[config.mk]
export PLATFORM = sky130hd
export DESIGN_NAME = tok_cell
export DESIGN_NICKNAME = d
export VERILOG_FILES = /design/src/rtl/tok_cell_pkg.sv /design/src/rtl/tok_cell_cfg.sv /design/src/rtl/tok_cell_fire.sv /design/src/rtl/tok_cell_slots.sv /design/src/rtl/tok_cell.sv
export SDC_FILE = /design/constraint.sdc
export NUM_CORES = 1
export LEC_CHECK = 0
export BUFFER_PORTS_ARGS = -buffer_cell sky130_fd_sc_hd__buf_2
export CORE_MARGIN = 1
export CORE_UTILIZATION = 45
export CTS_BUF_LIST = sky130_fd_sc_hd__clkbuf_2
export DETAILED_ROUTE_END_ITERATION = 6
export GPL_ROUTABILITY_DRIVEN = 1
export PLACE_DENSITY = 0.71
export SYNTH_ARGS = -nofsm -noshare
export SYNTH_HDL_FRONTEND = slang
export SYNTH_SLANG_ARGS = --single-unit
export TNS_END_PERCENT = 50
[constraint.sdc]
create_clock -name clk_i -period 4.6 [get_ports clk_i]
set_input_delay 1.38 -clock clk_i [delete_from_list [all_inputs] [get_ports clk_i]]
set_output_delay 1.38 -clock clk_i [all_outputs]
set_load 0.03 [all_outputs]
[src/rtl/tok_cell_pkg.sv]
package tok_cell_pkg;

  typedef enum logic [2:0] {
    FN_AND   = 3'd0,
    FN_NAND  = 3'd1,
    FN_OR    = 3'd2,
    FN_XOR   = 3'd3,
    FN_WIRE  = 3'd4,
    FN_XOVER = 3'd5,
    FN_COPY  = 3'd6,
    FN_DEL   = 3'd7
  } fn_e;

  function automatic logic gate_eval(fn_e fn, logic a, logic b);
    case (fn)
      FN_AND:  return a & b;
      FN_NAND: return ~(a & b);
      FN_OR:   return a | b;
      FN_XOR:  return a ^ b;
      default: return a;
    endcase
  endfunction

endpackage

[src/rtl/tok_cell_cfg.sv]
module tok_cell_cfg
  import tok_cell_pkg::*;
#(
  parameter int NFACE = 6,
  parameter int DIRW  = 3
) (
  input  logic             clk_i,
  input  logic             rst_ni,
  input  logic             we_i,
  input  logic [2:0]       func_i,
  input  logic [DIRW-1:0]  ina_i,
  input  logic [DIRW-1:0]  inb_i,
  input  logic [NFACE-1:0] mask_i,
  output fn_e              fn_o,
  output logic [DIRW-1:0]  ina_o,
  output logic [DIRW-1:0]  inb_o,
  output logic [NFACE-1:0] mask_o
);

  always_ff @(posedge clk_i or negedge rst_ni) begin
    if (!rst_ni) begin
      fn_o   <= FN_DEL;
      ina_o  <= '1;  // all-ones code is "unused"
      inb_o  <= '1;
      mask_o <= '0;
    end else if (we_i) begin
      fn_o   <= fn_e'(func_i);
      ina_o  <= ina_i;
      inb_o  <= inb_i;
      mask_o <= mask_i;
    end
  end

endmodule

[src/rtl/tok_cell_fire.sv]
module tok_cell_fire
  import tok_cell_pkg::*;
#(
  parameter int NFACE = 6,
  parameter int DIRW  = 3
) (
  input  logic             hold_i,
  input  fn_e              fn_i,
  input  logic [DIRW-1:0]  ina_i,
  input  logic [DIRW-1:0]  inb_i,
  input  logic [NFACE-1:0] mask_i,
  input  logic [NFACE-1:0] in_vld_i,
  input  logic [NFACE-1:0] in_dat_i,
  input  logic [NFACE-1:0] slot_vld_i,
  output logic [NFACE-1:0] in_take_o,
  output logic [NFACE-1:0] ld_o,
  output logic [NFACE-1:0] ld_dat_o
);

  localparam int HALF = NFACE / 2;
  localparam logic [NFACE-1:0] LO_M = NFACE'((1 << HALF) - 1);

  logic [NFACE-1:0] a_sel, b_sel;

  for (genvar f = 0; f < NFACE; f++) begin : g_sel
    assign a_sel[f] = (ina_i == DIRW'(f));
    assign b_sel[f] = (inb_i == DIRW'(f));
  end

  logic a_used, b_used, a_v, b_v, a_d, b_d, b_op;
  logic free_all, free_lo, free_hi;
  logic take_a, take_b;

  assign a_used = |a_sel;
  assign b_used = |b_sel;
  assign a_v    = |(a_sel & in_vld_i);
  assign b_v    = |(b_sel & in_vld_i);
  assign a_d    = |(a_sel & in_dat_i);
  assign b_d    = |(b_sel & in_dat_i);
  assign b_op   = b_used ? b_d : a_d;

  assign free_all = ~|(mask_i & slot_vld_i);
  assign free_lo  = ~|(mask_i & LO_M & slot_vld_i);
  assign free_hi  = ~|(mask_i & ~LO_M & slot_vld_i);

  always_comb begin
    take_a   = 1'b0;
    take_b   = 1'b0;
    ld_o     = '0;
    ld_dat_o = '0;
    if (!hold_i) begin
      case (fn_i)
        FN_AND, FN_NAND, FN_OR, FN_XOR: begin
          if (a_v && (!b_used || b_v) && free_all) begin
            take_a   = 1'b1;
            take_b   = b_used;
            ld_o     = mask_i;
            ld_dat_o = {NFACE{gate_eval(fn_i, a_d, b_op)}};
          end
        end
        FN_WIRE: begin
          if (a_v && free_all) begin
            take_a   = 1'b1;
            ld_o     = mask_i;
            ld_dat_o = {NFACE{a_d}};
          end
        end
        FN_XOVER: begin
          if (a_v && free_lo) begin
            take_a   = 1'b1;
            ld_o     = ld_o | (mask_i & LO_M);
            ld_dat_o = ld_dat_o | ({NFACE{a_d}} & LO_M);
          end
          if (b_v && free_hi) begin
            take_b   = 1'b1;
            ld_o     = ld_o | (mask_i & ~LO_M);
            ld_dat_o = ld_dat_o | ({NFACE{b_d}} & ~LO_M);
          end
        end
        FN_COPY: begin
          // A is data and stays; B is the control token and is consumed
          if (a_v && b_v && free_all) begin
            take_b   = 1'b1;
            ld_o     = mask_i;
            ld_dat_o = {NFACE{a_d}};
          end
        end
        default: begin
          if ((a_used || b_used) && (!a_used || a_v) && (!b_used || b_v)) begin
            take_a = a_used;
            take_b = b_used;
          end
        end
      endcase
    end
  end

  assign in_take_o = ({NFACE{take_a}} & a_sel) | ({NFACE{take_b}} & b_sel);

endmodule

[src/rtl/tok_cell_slots.sv]
module tok_cell_slots #(
  parameter int NFACE = 6
) (
  input  logic             clk_i,
  input  logic             rst_ni,
  input  logic [NFACE-1:0] ld_i,
  input  logic [NFACE-1:0] ld_dat_i,
  input  logic [NFACE-1:0] take_i,
  output logic [NFACE-1:0] vld_o,
  output logic [NFACE-1:0] dat_o
);

  for (genvar f = 0; f < NFACE; f++) begin : g_slot
    always_ff @(posedge clk_i or negedge rst_ni) begin
      if (!rst_ni) begin
        vld_o[f] <= 1'b0;
        dat_o[f] <= 1'b0;
      end else if (ld_i[f]) begin
        vld_o[f] <= 1'b1;
        dat_o[f] <= ld_dat_i[f];
      end else if (take_i[f]) begin
        vld_o[f] <= 1'b0;
      end
    end
  end

endmodule

[src/rtl/tok_cell.sv]
module tok_cell
  import tok_cell_pkg::*;
#(
  parameter int NFACE = 6,
  localparam int DIRW = $clog2(NFACE + 1)
) (
  input  logic             clk_i,
  input  logic             rst_ni,
  input  logic             cfg_we_i,
  input  logic [2:0]       cfg_func_i,
  input  logic [DIRW-1:0]  cfg_ina_i,
  input  logic [DIRW-1:0]  cfg_inb_i,
  input  logic [NFACE-1:0] cfg_mask_i,
  input  logic [NFACE-1:0] in_vld_i,
  input  logic [NFACE-1:0] in_dat_i,
  output logic [NFACE-1:0] in_take_o,
  output logic [NFACE-1:0] out_vld_o,
  output logic [NFACE-1:0] out_dat_o,
  input  logic [NFACE-1:0] out_take_i
);

  fn_e              cfg_fn;
  logic [DIRW-1:0]  cfg_ina, cfg_inb;
  logic [NFACE-1:0] cfg_mask;
  logic [NFACE-1:0] ld, ld_dat;

  tok_cell_cfg #(.NFACE(NFACE), .DIRW(DIRW)) u_cfg (
    .clk_i  (clk_i),
    .rst_ni (rst_ni),
    .we_i   (cfg_we_i),
    .func_i (cfg_func_i),
    .ina_i  (cfg_ina_i),
    .inb_i  (cfg_inb_i),
    .mask_i (cfg_mask_i),
    .fn_o   (cfg_fn),
    .ina_o  (cfg_ina),
    .inb_o  (cfg_inb),
    .mask_o (cfg_mask)
  );

  tok_cell_fire #(.NFACE(NFACE), .DIRW(DIRW)) u_fire (
    .hold_i     (cfg_we_i),
    .fn_i       (cfg_fn),
    .ina_i      (cfg_ina),
    .inb_i      (cfg_inb),
    .mask_i     (cfg_mask),
    .in_vld_i   (in_vld_i),
    .in_dat_i   (in_dat_i),
    .slot_vld_i (out_vld_o),
    .in_take_o  (in_take_o),
    .ld_o       (ld),
    .ld_dat_o   (ld_dat)
  );

  tok_cell_slots #(.NFACE(NFACE)) u_slots (
    .clk_i    (clk_i),
    .rst_ni   (rst_ni),
    .ld_i     (ld),
    .ld_dat_i (ld_dat),
    .take_i   (out_take_i),
    .vld_o    (out_vld_o),
    .dat_o    (out_dat_o)
  );

endmodule

-- Yosys cells after proc, flatten, opt, wreduce, memory -nomap -nowiden
Index checks and enable logic that the tools add are counted.
- register bits: 27
- word-level logic and storage cells: 128
- bitwise operators: 16
- multiplexer cells: 44
- reductions and logical operators: 36
- equality and inequality tests: 16
- operator list (cell ; number):
    6-bit 2-to-1 mux ; 14
    6-bit OR reduction ; 9
    6-bit bitwise AND ; 8
    6-bit one-hot mux with 4 select lines ; 2
    1-bit 2-to-1 mux ; 23
    3-bit == test, second input constant ; 7
    3-bit by 2-bit == test with 1-bit output, second input constant ; 6
    6-bit bitwise OR ; 3
    1-bit one-hot mux with 4 select lines ; 3
    2-bit nonzero test ; 6
    3-bit by 1-bit == test with 1-bit output, second input constant ; 3
    1-bit logical AND ; 9
    3-bit logical NOT ; 3
    3-bit by 6-bit bitwise AND with 6-bit output ; 1
    3-bit 2-to-1 mux ; 2
    1-bit logical NOT ; 5
    4-bit OR reduction ; 1
    1-bit logical OR ; 3
    1-bit bitwise AND ; 1
    1-bit inverter ; 1
    1-bit bitwise OR ; 1
    1-bit XOR ; 1

-- Logic depth before layout (Yosys ltp)
Gate-level depths: netlist of run 1.
- depth after elaboration: 12
- gate-level depth with buffers: 13

-- By module
A second synthesis of run 1 with hierarchy kept.
- cell total of the unflattened synthesis: 196
- area total of the unflattened synthesis: 1971.9 µm²
- by module, submodules not included (module ; times used ; cells an instance ; area an instance (µm²)):
    tok_cell_fire ; 1 ; 134 ; 882.1
    tok_cell_cfg ; 1 ; 32 ; 624.3
    tok_cell_slots ; 1 ; 30 ; 465.4

-- Worst setup path after synthesis of run 1
Ideal clock, no wire load.
- kind: input -> output
- start: input port in_vld_i[3]
- end: output port in_take_o[1]
- data arrival time: 3.075 ns
- buffers on the path: 0
- path slack: 0.145 ns
- required time: 3.220 ns
- stages: 6
- cells stage by stage: mux2i_1 > nor2_1 > o31ai_1 > a2111oi_2 > o21ai_1 > o31ai_1
- cells in the longest elaborated chain, start to end: 10
- ends and longest elaborated chain (element ; line ; text):
    start, declared ; tok_cell.sv:14 ; input logic [NFACE-1:0] in_vld_i,
    6-bit bitwise AND (on tied branches) ; tok_cell_fire.sv:36, tok_cell_fire.sv:37 ;
    6-bit OR reduction (on tied branches) ; tok_cell_fire.sv:36, tok_cell_fire.sv:37 ;
    1-bit logical OR (on tied branches) ; tok_cell_fire.sv:89, tok_cell_fire.sv:54 ;
    1-bit logical AND (on tied branches) (2 in series) ; tok_cell_fire.sv:89, tok_cell_fire.sv:54 ;
    1-bit 2-to-1 mux (on tied branches) ; tok_cell_fire.sv:89, tok_cell_fire.sv:54 ;
    1-bit one-hot mux with 4 select lines ; tok_cell_fire.sv:52 ; case (fn_i)
    1-bit 2-to-1 mux ; tok_cell_fire.sv:51 ; if (!hold_i) begin
    6-bit bitwise AND ; tok_cell_fire.sv:98 ; assign in_take_o = ({NFACE{take_a}} & a_sel) | ({NFACE{take_b}} & b_sel);
    6-bit bitwise OR (*) ; tok_cell_fire.sv:98 ;
    end, declared ; tok_cell.sv:16 ; output logic [NFACE-1:0] in_take_o,
Every way passes the cells marked *; elsewhere a longest branch is shown, timed or not.

-- Worst setup path after layout of run 1
- start: input port in_vld_i[2]
- end: output port in_take_o[1]
The elaborated chain is that of the path after synthesis.

==> results of run 1 <==
-- layout make-up --
| cell class | count | area share (%) |
|---|---|---|
| clock buffer | 3 | 0.693 |
| clock inverter | 1 | 0.347 |
| inverter | 15 | 2.60 |
| multi-input combinational | 143 | 48.2 |
| sequential | 27 | 31.7 |
| tap | 48 | 2.77 |
| timing repair buffer | 57 | 13.6 |
-- worst paths after layout --
| check | start | to | slack (ns) | depth (start not counted) |
|---|---|---|---|---|
| setup / recovery | in_vld_i[2] | in_take_o[1] | 0.22 | 8 |
| hold / removal | u_slots.dat_o[3]$_DFFE_PN0P_ | u_slots.dat_o[3]$_DFFE_PN0P_ | 0.53 | 1 |
| setup reg to reg | u_cfg.ina_o[2]$_DFFE_PN1P_ | u_slots.dat_o[4]$_DFFE_PN0P_ | 1.57 | 11 |
| hold reg to reg | u_slots.dat_o[3]$_DFFE_PN0P_ | u_slots.dat_o[3]$_DFFE_PN0P_ | 0.53 | 1 |
| max in group asynchronous | rst_ni | u_cfg.ina_o[0]$_DFFE_PN1P_ | 3.25 | 1 |
| min in group asynchronous | rst_ni | u_slots.dat_o[1]$_DFFE_PN0P_ | 0.96 | 1 |
-- logic make-up after synthesis --
family / count (synthesis) / synth area share, %
AOI/OAI and AO/OA: 61 / 23.7
and+or+nand+nor: 54 / 16.5
DFF: 27 / 37.5
buffers and inverters: 26 / 5.46
muxes: 26 / 15.4
adders and majority gates: 2 / 1.37
-- Yosys cell counts, types with 2 or more instances --
cell,count,area share (%)
a21o_1,2,0.82
a21oi_1,5,1.4
a222oi_1,2,1.1
a2bb2oi_1,2,0.96
and3_1,4,1.4
buf_2,2,0.55
clkbuf_1,9,1.8
dfrtp_1,18,25
dfstp_2,9,13
ha_1,2,1.4
inv_1,15,3.1
mux2_1,3,1.8
mux2_2,15,9.2
mux2i_1,8,4.4
nand2_1,10,2.0
nand2b_1,5,1.7
nand3_1,3,0.82
nand3b_1,2,0.82
nand4_1,4,1.4
nor2_1,5,1.0
nor2b_1,7,2.4
nor3_1,4,1.1
o2111ai_1,3,1.4
o211ai_1,3,1.2
o21ai_0,17,4.6
o21ai_1,3,0.82
o22ai_1,7,2.4
o2bb2ai_1,2,0.96
o31ai_1,3,1.2
or2_2,2,0.68
-- power by group --
part | internal, mW | switching (mW) | total [mW]
Sequential | 0.268 | 0.0336 | 0.302
Clock | 0.0201 | 0.0734 | 0.0935
Combinational | 0.0923 | 0.125 | 0.218
-- sequential cells by signal, summed over array words and instances (netlist names) --
signal,cells
u_cfg.ina_o,3
u_slots.dat_o,6
u_slots.vld_o,6
u_cfg.fn_o,3
u_cfg.inb_o,3
u_cfg.mask_o,6
-- per-stage QoR --
stage / util [%] / setup slack (ns) / hold WS, ns / cell area, um2 / cells
after CTS: 57.4 / 0.148 / 0.538 / 2170 / 294
after global routing: 57.4 / 0.00322 / 0.553 / 2170 / 294
final: 57.4 / 0.222 / 0.532 / 2170 / 294
after detailed placement: 56.8 / 0.152 / 0.481 / 2140 / 290
after global placement: 56.8 / 0.182 / 0.472 / 2140 / 290
after floorplan: - / 0.145 / 0.503 / 1830 / 196
-- per-layer routing --
layer | vias to the layer above | GRT usage [%] | wire length, um
met4 | 0 | 7.34 | 54
met3 | 7 | 2.07 | 271
li1 | 829 | - | -
met2 | 65 | 35.2 | 1940
met5 | - | 0 | 0
met1 | 794 | 28.8 | 2030
-- worst max-delay path: stages --
cell       delay, ns
buf_2           0.11
mux2i_1         0.07
nor2_1          0.27
o31ai_1         0.15
a2111oi_2       0.41
o21ai_1         0.18
o31ai_1         0.20
buf_2           0.23
-- cells in the final DEF (no fill, tap or decap), types with 2 or more instances in the layout --
| cell type | synthesis | routed |
|---|---|---|
| mux2i_1 | 8 | 8 |
| dfrtp_1 | 18 | 18 |
| o211ai_1 | 3 | 3 |
| a21oi_1 | 5 | 5 |
| mux2_1 | 3 | 3 |
| nor3_1 | 4 | 4 |
| buf_2 | 2 | 53 |
| a21o_1 | 2 | 2 |
| and3_1 | 4 | 4 |
| or2_2 | 2 | 2 |
| ha_1 | 2 | 2 |
| nand3b_1 | 2 | 2 |
| clkbuf_2 | 0 | 3 |
| buf_4 | 0 | 4 |
| o2bb2ai_1 | 2 | 2 |
| nand3_1 | 3 | 3 |
| dfstp_2 | 9 | 9 |
| nand2_1 | 10 | 10 |
| nor2b_1 | 7 | 7 |
| nand4_1 | 4 | 4 |
| a222oi_1 | 2 | 2 |
| o31ai_1 | 3 | 3 |
| o21ai_0 | 17 | 16 |
| inv_1 | 15 | 15 |
| nand2b_1 | 5 | 5 |
| nor2_1 | 5 | 5 |
| o21ai_1 | 3 | 4 |
| o2111ai_1 | 3 | 3 |
| a2bb2oi_1 | 2 | 2 |
| mux2_2 | 15 | 15 |
| o22ai_1 | 7 | 7 |
==> metrics.md, run 1 <==
| Metric | Value |
|---|---|
| Worst-skew pair later-pin latency | ~0.37 ns |
| Post-layout min period | between 4 and 5 ns |
| Filler cell count | 343 |
| Grt total ovfl | 0 |
| Share of flip-flops with an asynchronous set or reset | 100% |
| EDFF count, synth | 0 |
| Share of cells above drive strength 1 | 37.4% |
| Total power | 613 uW |
| Largest net degree at the start of global routing | 28 |
| DR WL/cell | 14.6 um |
| Syn_nets | approximately 230 |
| CTS H-tree lvls | 1 |
| Layout net count | between 200 and 300 |
| Worst slew margin | 59.9% |
| Final ANT Viol Nets | 0 |
| Iteration-0 DRC Markers | 140 |
| Setup repair bufs after CTS | 0 |
| Least-Margin Pin Slew | 0.602 ns |
| CP max FO | 6 |
| DPL Wire Length | around 3.2 mm |
| Unrepaired setup endpoints after global routing | no |
| Critical path type | primary input to output port |
| Clock-pin transition on the worst setup and hold timing paths | 0.25 ns |
| Initial core utilization | 48.6% |
| Max Freq | 228 MHz |
| Critical Path End Type | output port |
| Cell variety after synth | 50 |
| Die area | about 4300 um2 |
| Hold_buf cts | 0 |
| I/O Buffers | 53 |
| Diodes inserted | 0 |
| Maxcap violations | 0 |
| Routability cong. | roughly 0.94 |
| Area delta synth->final | 18.2% |
| Slew Limit Fails | 0 |
| Boundary Pins | between 50 and 60 |
| DIE HEIGHT | roughly 66 um |
| Predominant post-synthesis flop cell | dfrtp_1 |
| Via Count | 1695 |
| Die Wd | 65.8 um |
| Via density | 5.77 |
| Initial antenna violation count | 0 |
| Synth Cell Area | roughly 1800 um2 |
| DR pass1 iterations | 4 |
| Sinks on Clock Net | 27 |
| Setup TNS | 0 ns |
| Hold/Removal Path Class | register to register |
| Rows | 22 |
| Core Footprint | 3770 um2 |
| Leakage power | 1.01 nW |
| Syn avg cell area | 9.35 um2 |
| Seq/Total Area, Yosys | 37.5% |
| Period utilisation layout | between 90% and 100% |
| Maximum clock path buffer count | 2 |
| Vias in the first global route | about 1600 |
| CP Launch Type | primary input |
| TritonCTS clock tree | yes |
| Final Hold Fails | 0 |
| Final WL | 4.30 mm |
| Outcome | finished, final reports clean |
| Synth warnings | 0 |
| Seq cells post-synth | 27 |
| Clk_skew | 0.00253 ns |
| Area of the multi-input gates | approximately 1000 um2 |
| DRC viols | 0 |
| Clock root buffer | clkbuf_2 |
| CP arrival | 3.00 ns |
| All-layer global routing usage | 21.3% |
| Num CTS Buffers | 3 |
| Register Area | 687 um2 |
| Resized cells post-CTS | 0 |
| PD cells | around 280 nW/um2 |
| Synth Instances | just under 200 |
| Setup violators final | 0 |
| CP Data Required Time | approximately 3.2 ns |
| First-pass GRT wire length | 7.19 mm |
| Peak supply drop | 172 uV |
Power figures use the tool's default switching activity.
==> run 2: changes to the inputs <==
==> constraint.sdc (replaced) <==
create_clock -name clk_i -period 4.6 [get_ports clk_i]
set_input_delay 0.46 -clock clk_i [delete_from_list [all_inputs] [get_ports clk_i]]
set_output_delay 0.46 -clock clk_i [all_outputs]
set_load 0.03 [all_outputs]
==> metrics.md, run 2 (synthesized netlist as in run 1, its figures left out) <==
| Metric | Value |
|---|---|
| Hold/Removal Path Class | primary input to asynchronous set/reset pin |
| Leakage power | 0.993 nW (-1.5%) |
| Core Footprint | 3770 um2 (unchanged) |
| Die area | 4330 um2 (unchanged) |
| PD cells | 282 nW/um2 (-0.23%) |
| Maxcap violations | 0 (unchanged) |
| Critical path type | register to output port |
| Via density | 5.91 (+2.5%) |
| Boundary Pins | 54 (unchanged) |
| Iteration-0 DRC Markers | 183 (+31%) |
| CP startpoint | u_cfg.mask_o[3]$_DFFE_PN0P_ |
| Sinks on Clock Net | 27 (unchanged) |
| Diodes inserted | 0 (unchanged) |
| Setup violators final | 0 (unchanged) |
| Clock root buffer | clkbuf_2 |
| Vias in the first global route | 1564 (-4.2%) |
| I/O Buffers | 53 (unchanged) |
| Share of cells above drive strength 1 | 36.4% (-1.0 points) |
| Max Freq | 276 MHz (+21%) |
| Final WL | 4.32 mm (+0.58%) |
| Grt total ovfl | 0 (unchanged) |
| Worst path slowest cell | a222oi_1 |
| Unrepaired setup endpoints after global routing | no |
| Most frequent cells in the layout | buf_2, dfrtp_1, o21ai_0, inv_1, mux2_2 |
| Die Wd | 65.8 um (unchanged) |
| Post-layout min period | 3.62 ns (-0.753 ns) |
| Resized cells post-CTS | 0 (unchanged) |
| DP Cell Count | 286 (-1.4%) |
| DR pass1 iterations | 4 (unchanged) |
| Via Count | 1714 (+1.1%) |
| Outcome | finished, final reports clean |
| DPL Wire Length | 3.25 mm (+0.10%) |
| Crit-path cells | a222oi_1, inv_1, o31ai_1, nand4_1, o22ai_1, buf_2 |
| Clock-pin transition on the worst setup and hold timing paths | 0.25 ns (about the same) |
| Worst Reg-to-Reg Cells | 11 (unchanged) |
| Worst-skew pair later-pin latency | 0.36 ns (about the same) |
| DR WL/cell | 14.9 um (+2.0%) |
| Commonest non-fill, non-tap cell in the layout | buf_2 |
| CTS H-tree lvls | 1 (unchanged) |
| Routability cong. | 0.870 (-7.4%) |
| Hold_buf cts | 0 (unchanged) |
| All-layer global routing usage | 21.2% (-0.099 points) |
| Critical Path End Type | output port |
| Layout net count | 281 (-1.4%) |
| Crit path capture | in_take_o[4] |
| Clk_skew | 0.0124 ns (+0.00985 ns) |
| Worst slack, placed | 1.45 ns (+1.30 ns) |
| Area delta synth->final | 16.5% |
| Initial core utilization | 48.6% (unchanged) |
| Period utilisation layout | 78.8% (-16 points) |
| CP max FO | 8 (+2) |
| Largest regs | u_cfg.mask_o x6, u_slots.dat_o x6, u_slots.vld_o x6 |
| Reg2Reg Setup Slack | 1.61 ns (+0.04 ns) |
| Largest net degree at the start of global routing | 28 (unchanged) |
| CP arrival | 3.16 ns (+0.16 ns) |
| CP Launch Type | register |
| R2r startpoint | u_cfg.ina_o[2]$_DFFE_PN1P_ |
| Initial antenna violation count | 0 (unchanged) |
| Worst slew margin | 39.5% (-20 points) |
| R2r endpoint | u_slots.dat_o[4]$_DFFE_PN0P_ |
| Peak supply drop | 180 uV (+4.5%) |
| Slew Limit Fails | 0 (unchanged) |
| Final Hold Fails | 0 (unchanged) |
| Final ANT Viol Nets | 0 (unchanged) |
| Worst path max stage delay | 0.82 ns (+0.41 ns) |
| Least-Margin Pin Slew | 0.907 ns (+0.305 ns) |
| Maximum clock path buffer count | 2 (unchanged) |
| DRC viols | 0 (unchanged) |
| First-pass GRT wire length | 7.15 mm (-0.57%) |
| TritonCTS clock tree | yes |
| CP Data Required Time | 4.14 ns (+0.92 ns) |
| PnR worst setup slack | 0.975 ns (+0.753 ns) |
| Rows | 22 (unchanged) |
| Setup repair bufs after CTS | 0 (unchanged) |
| DIE HEIGHT | 65.8 um (unchanged) |
| Finished Layout Cells | 290 (-1.4%) |
| Num CTS Buffers | 3 (unchanged) |
| Setup TNS | 0 ns (unchanged) |
-- run 2: layout make-up --
cell class / count / area, um2
Multi-Input combinational cell: 143 / 1040
Inverter: 15 / 56.3
Clock inverter: 1 / 5.00
Fill cell: 363 / 1640
Timing Repair Buffer: 53 / 265
Sequential cell: 27 / 687
Clock buffer: 3 / 15.0
Tap cell: 48 / 60.1
-- run 2: metrics by stage --
step | hold slack [ns] | power, mW | util (%) | cell area [um2]
after CTS | 0.0577 | 0.608 | 56.6 | 2130
after detailed placement | 0.475 | 0.516 | 56.0 | 2110
after global routing | 0.0583 | 0.646 | 56.6 | 2130
after global placement | 0.481 | 0.513 | 56.0 | 2110
after floorplan | 0.164 | 0.450 | - | 1830
final | 0.0646 | 0.603 | 56.6 | 2130
-- run 2: worst max-delay path: cells and delay by family (launching register included) --
family          cells  cell delay, ns
compound gates      3            1.70
simple gates        1            0.22
buf+inv             2            0.44
flops               1            0.46
-- run 2: worst min path at each step --
stage                                         to  slack (ns)  depth (start not counted)
finish              u_slots.vld_o[0]$_DFFE_PN0P_        0.06                          1
global route        u_slots.vld_o[5]$_DFFE_PN0P_        0.06                          1
CTS                 u_slots.vld_o[0]$_DFFE_PN0P_        0.06                          1
detailed placement  u_slots.dat_o[5]$_DFFE_PN0P_        0.48                          1
global placement    u_slots.dat_o[4]$_DFFE_PN0P_        0.48                          1
floorplan            u_cfg.mask_o[0]$_DFFE_PN0P_        0.16                          0
-- run 2: routing by layer --
layer | GRT usage, % | vias to the layer above | part of all wire (%)
met1 | 30.2 | 819 | 49
met4 | 4.89 | 0 | 0.65
li1 | - | 824 | -
met2 | 33.5 | 66 | 44
met5 | 0 | - | 0
met3 | 3.10 | 5 | 6.8
-- run 2: power breakdown --
part,switching [mW],total (mW),internal (mW),leakage [nW]
registers,0.0343,0.303,0.268,0.330
clock network,0.0692,0.0889,0.0197,0.0164
logic,0.125,0.211,0.0860,0.646
==> run 3: changes to the inputs <==
ABC_AREA = 1   (was default)
PLACE_DENSITY = 0.7   (was 0.71)
clock period = 3.4 ns   (was 4.6 ns; I/O delays follow)
==> metrics.md, run 3 <==
| Metric | Value |
|---|---|
| Post-synth top area cell | dfrtp_1 |
| Hold/Removal Path Class | primary input to register |
| Max Freq | 349 MHz |
| DPL Wire Length | 4.10 mm (+26%) |
| Via density | 5.19 (-12%) |
| CP max FO | 12 (+4) |
| Die Wd | 70.1 um (+6.5%) |
| Synth Instances | 318 (+62%) |
| Outcome | finished, final reports clean |
| Largest net degree at the start of global routing | 28 (unchanged) |
| Grt total ovfl | 0 (unchanged) |
| Most frequent cells in the layout | nand2_1, buf_2, nand3_1, inv_1, nor2_1 |
| Largest regs | u_cfg.mask_o x6, u_slots.dat_o x6, u_slots.vld_o x6 |
| I/O Buffers | 53 (unchanged) |
| Leakage power | 1.41 nW (+42%) |
| First-pass GRT wire length | 9.07 mm (+27%) |
| EDFF count, synth | 0 (unchanged) |
| Seq cells post-synth | 27 (unchanged) |
| Final ANT Viol Nets | 0 (unchanged) |
| Worst-skew pair later-pin latency | 0.35 ns (about the same) |
| CP Data Required Time | 3.06 ns (-1.08 ns) |
| CP Launch Type | register |
| Hold_buf cts | 1 (+1) |
| Critical Path End Type | output port |
| Die area | 4910 um2 (+13%) |
| Area delta synth->final | 15.0% |
| Initial core utilization | 47.3% (-1.3 points) |
| CTS H-tree lvls | 1 (unchanged) |
| Count leader, synth | nand2_1 |
| Share of flip-flops with an asynchronous set or reset | 100% (unchanged) |
| Worst slew margin | 61.0% (+21 points) |
| DR WL/cell | 12.3 um (-17%) |
| Resized cells post-CTS | 0 (unchanged) |
| Synth Cell Area | 2090 um2 (+14%) |
| Via Count | 2180 (+27%) |
| DRC viols | 0 (unchanged) |
| DR pass1 iterations | 4 (unchanged) |
| Boundary Pins | 54 (unchanged) |
| TritonCTS clock tree | yes |
| Num CTS Buffers | 3 (unchanged) |
| Syn avg cell area | 6.56 um2 (-30%) |
| CP arrival | 2.53 ns (-0.63 ns) |
| Finished Layout Cells | 420 (+45%) |
| Final Hold Fails | 0 (unchanged) |
| Least-Margin Pin Slew | 0.586 ns (-0.321 ns) |
| Maxcap violations | 0 (unchanged) |
| Routability cong. | 0.918 (+5.6%) |
| WHS | 0.105 ns (+0.0405 ns) |
| Setup violators final | 0 (unchanged) |
| DP Cell Count | 415 (+45%) |
| PD cells | 368 nW/um2 (+30%) |
| Sinks on Clock Net | 27 (unchanged) |
| Setup TNS | 0 ns (unchanged) |
| Core Footprint | 4410 um2 (+17%) |
| Cell variety after synth | 33 (-34%) |
| DIE HEIGHT | 70.1 um (+6.5%) |
| Diodes inserted | 0 (unchanged) |
| Peak supply drop | 239 uV (+33%) |
| Commonest cells post-synth | nand2_1, nand3_1, inv_1, nor2_1, dfrtp_1 |
| Clock-pin transition on the worst setup and hold timing paths | 0.24 ns (about the same) |
| Post-layout min period | 2.87 ns |
| Critical path type | register to output port |
| Slew Limit Fails | 0 (unchanged) |
| Setup repair bufs after CTS | 0 (unchanged) |
| All-layer global routing usage | 22.6% (+1.5 points) |
| Clk_skew | 0.0169 ns (+0.00456 ns) |
| Fin area | 2400 um2 (+13%) |
| Post-synth top area share | 21.6% (-3.0 points) |
| Maximum clock path buffer count | 2 (unchanged) |
| Vias in the first global route | 1984 (+27%) |
| Clock root buffer | clkbuf_2 |
| Placed cell areas | 2370 um2 (+12%) |
| Share of cells above drive strength 1 | 26.4% (-10 points) |
| Syn_nets | 356 (+52%) |
| Predominant post-synthesis flop cell | dfrtp_1 |
| Unrepaired setup endpoints after global routing | no |
| Layout net count | 407 (+45%) |
| Initial antenna violation count | 0 (unchanged) |
| Seq/Total Area, Yosys | 32.9% (-4.6 points) |
| Period utilisation layout | 84.3% |
| Iteration-0 DRC Markers | 175 (-4.4%) |
| Final WL | 5.17 mm (+20%) |
| Synth warnings | 0 (unchanged) |
| Top post-synthesis cells by area | dfrtp_1, nand2_1, dfstp_2 |
| Rows | 24 (+9.1%) |
| Commonest non-fill, non-tap cell in the layout | nand2_1 |
run 3: layout make-up:
cell class / count / area, um2
tap: 52 / 65.1
multi-input combinational: 233 / 1160
clock buffer: 4 / 20.0
sequential: 27 / 687
timing repair buffer: 55 / 283
inverter: 49 / 186
fill: 451 / 2010
run 3: critical path, cell delays in order (launching register included):
cell     delay (ns)
dfrtp_1        0.53
nand2_1        0.11
nand2_1        0.06
nor3_2         0.29
inv_2          0.08
nor2_4         0.27
nand3_1        0.22
nand3_1        0.11
nand2_1        0.07
inv_2          0.10
nand3_1        0.08
nand2_1        0.07
buf_2          0.19
run 3: cells by family after synthesis:
logic type	after synthesis	synth area share (%)
AOI/OAI and AO/OA	25	6.41
DFF	27	32.9
and+or+nand+nor	206	48.0
buffers and inverters	58	11.5
adders and majority gates	2	1.20
run 3: power by group:
group / internal [mW] / leakage (nW) / total (mW) / switching (mW)
registers: 0.366 / 0.333 / 0.408 / 0.0420
logic: 0.112 / 1.06 / 0.355 / 0.244
clock network: 0.0311 / 0.0166 / 0.121 / 0.0896
run 3: path summary, 6_finish.rpt:
kind,startpoint,to,slack (ns),depth (start not counted)
worst min-delay path,out_take_i[3],u_slots.vld_o[3]$_DFFE_PN0P_,0.11,2
worst min register to register,u_slots.dat_o[0]$_DFFE_PN0P_,u_slots.dat_o[0]$_DFFE_PN0P_,0.52,2
max in group asynchronous,rst_ni,u_cfg.ina_o[1]$_DFFE_PN1P_,2.52,2
worst max register to register,u_cfg.ina_o[0]$_DFFE_PN1P_,u_slots.dat_o[4]$_DFFE_PN0P_,0.79,20
worst max-delay path,u_cfg.mask_o[2]$_DFFE_PN0P_,in_take_o[0],0.53,12
min in group asynchronous,rst_ni,u_cfg.mask_o[2]$_DFFE_PN0P_,0.47,2
run 3: through the flow:
stage / setup slack (ns) / util (%) / power (mW)
2_1_floorplan: 1.06 / - / 0.669
3_3_place_gp: 0.904 / 53.7 / 0.764
3_5_place_dp: 0.840 / 53.7 / 0.766
4_1_cts: 0.517 / 54.4 / 0.889
5_1_grt: 0.229 / 54.4 / 0.950
6_report: 0.532 / 54.4 / 0.884
run 3: layer usage:
layer | global-route usage (%) | vias up | share of wire, %
li1 | - | 1130 | -
met1 | 33.9 | 971 | 50
met2 | 35.7 | 74 | 44
met3 | 1.44 | 5 | 5.6
met4 | 5.33 | 0 | 1.0
met5 | 0 | - | 0
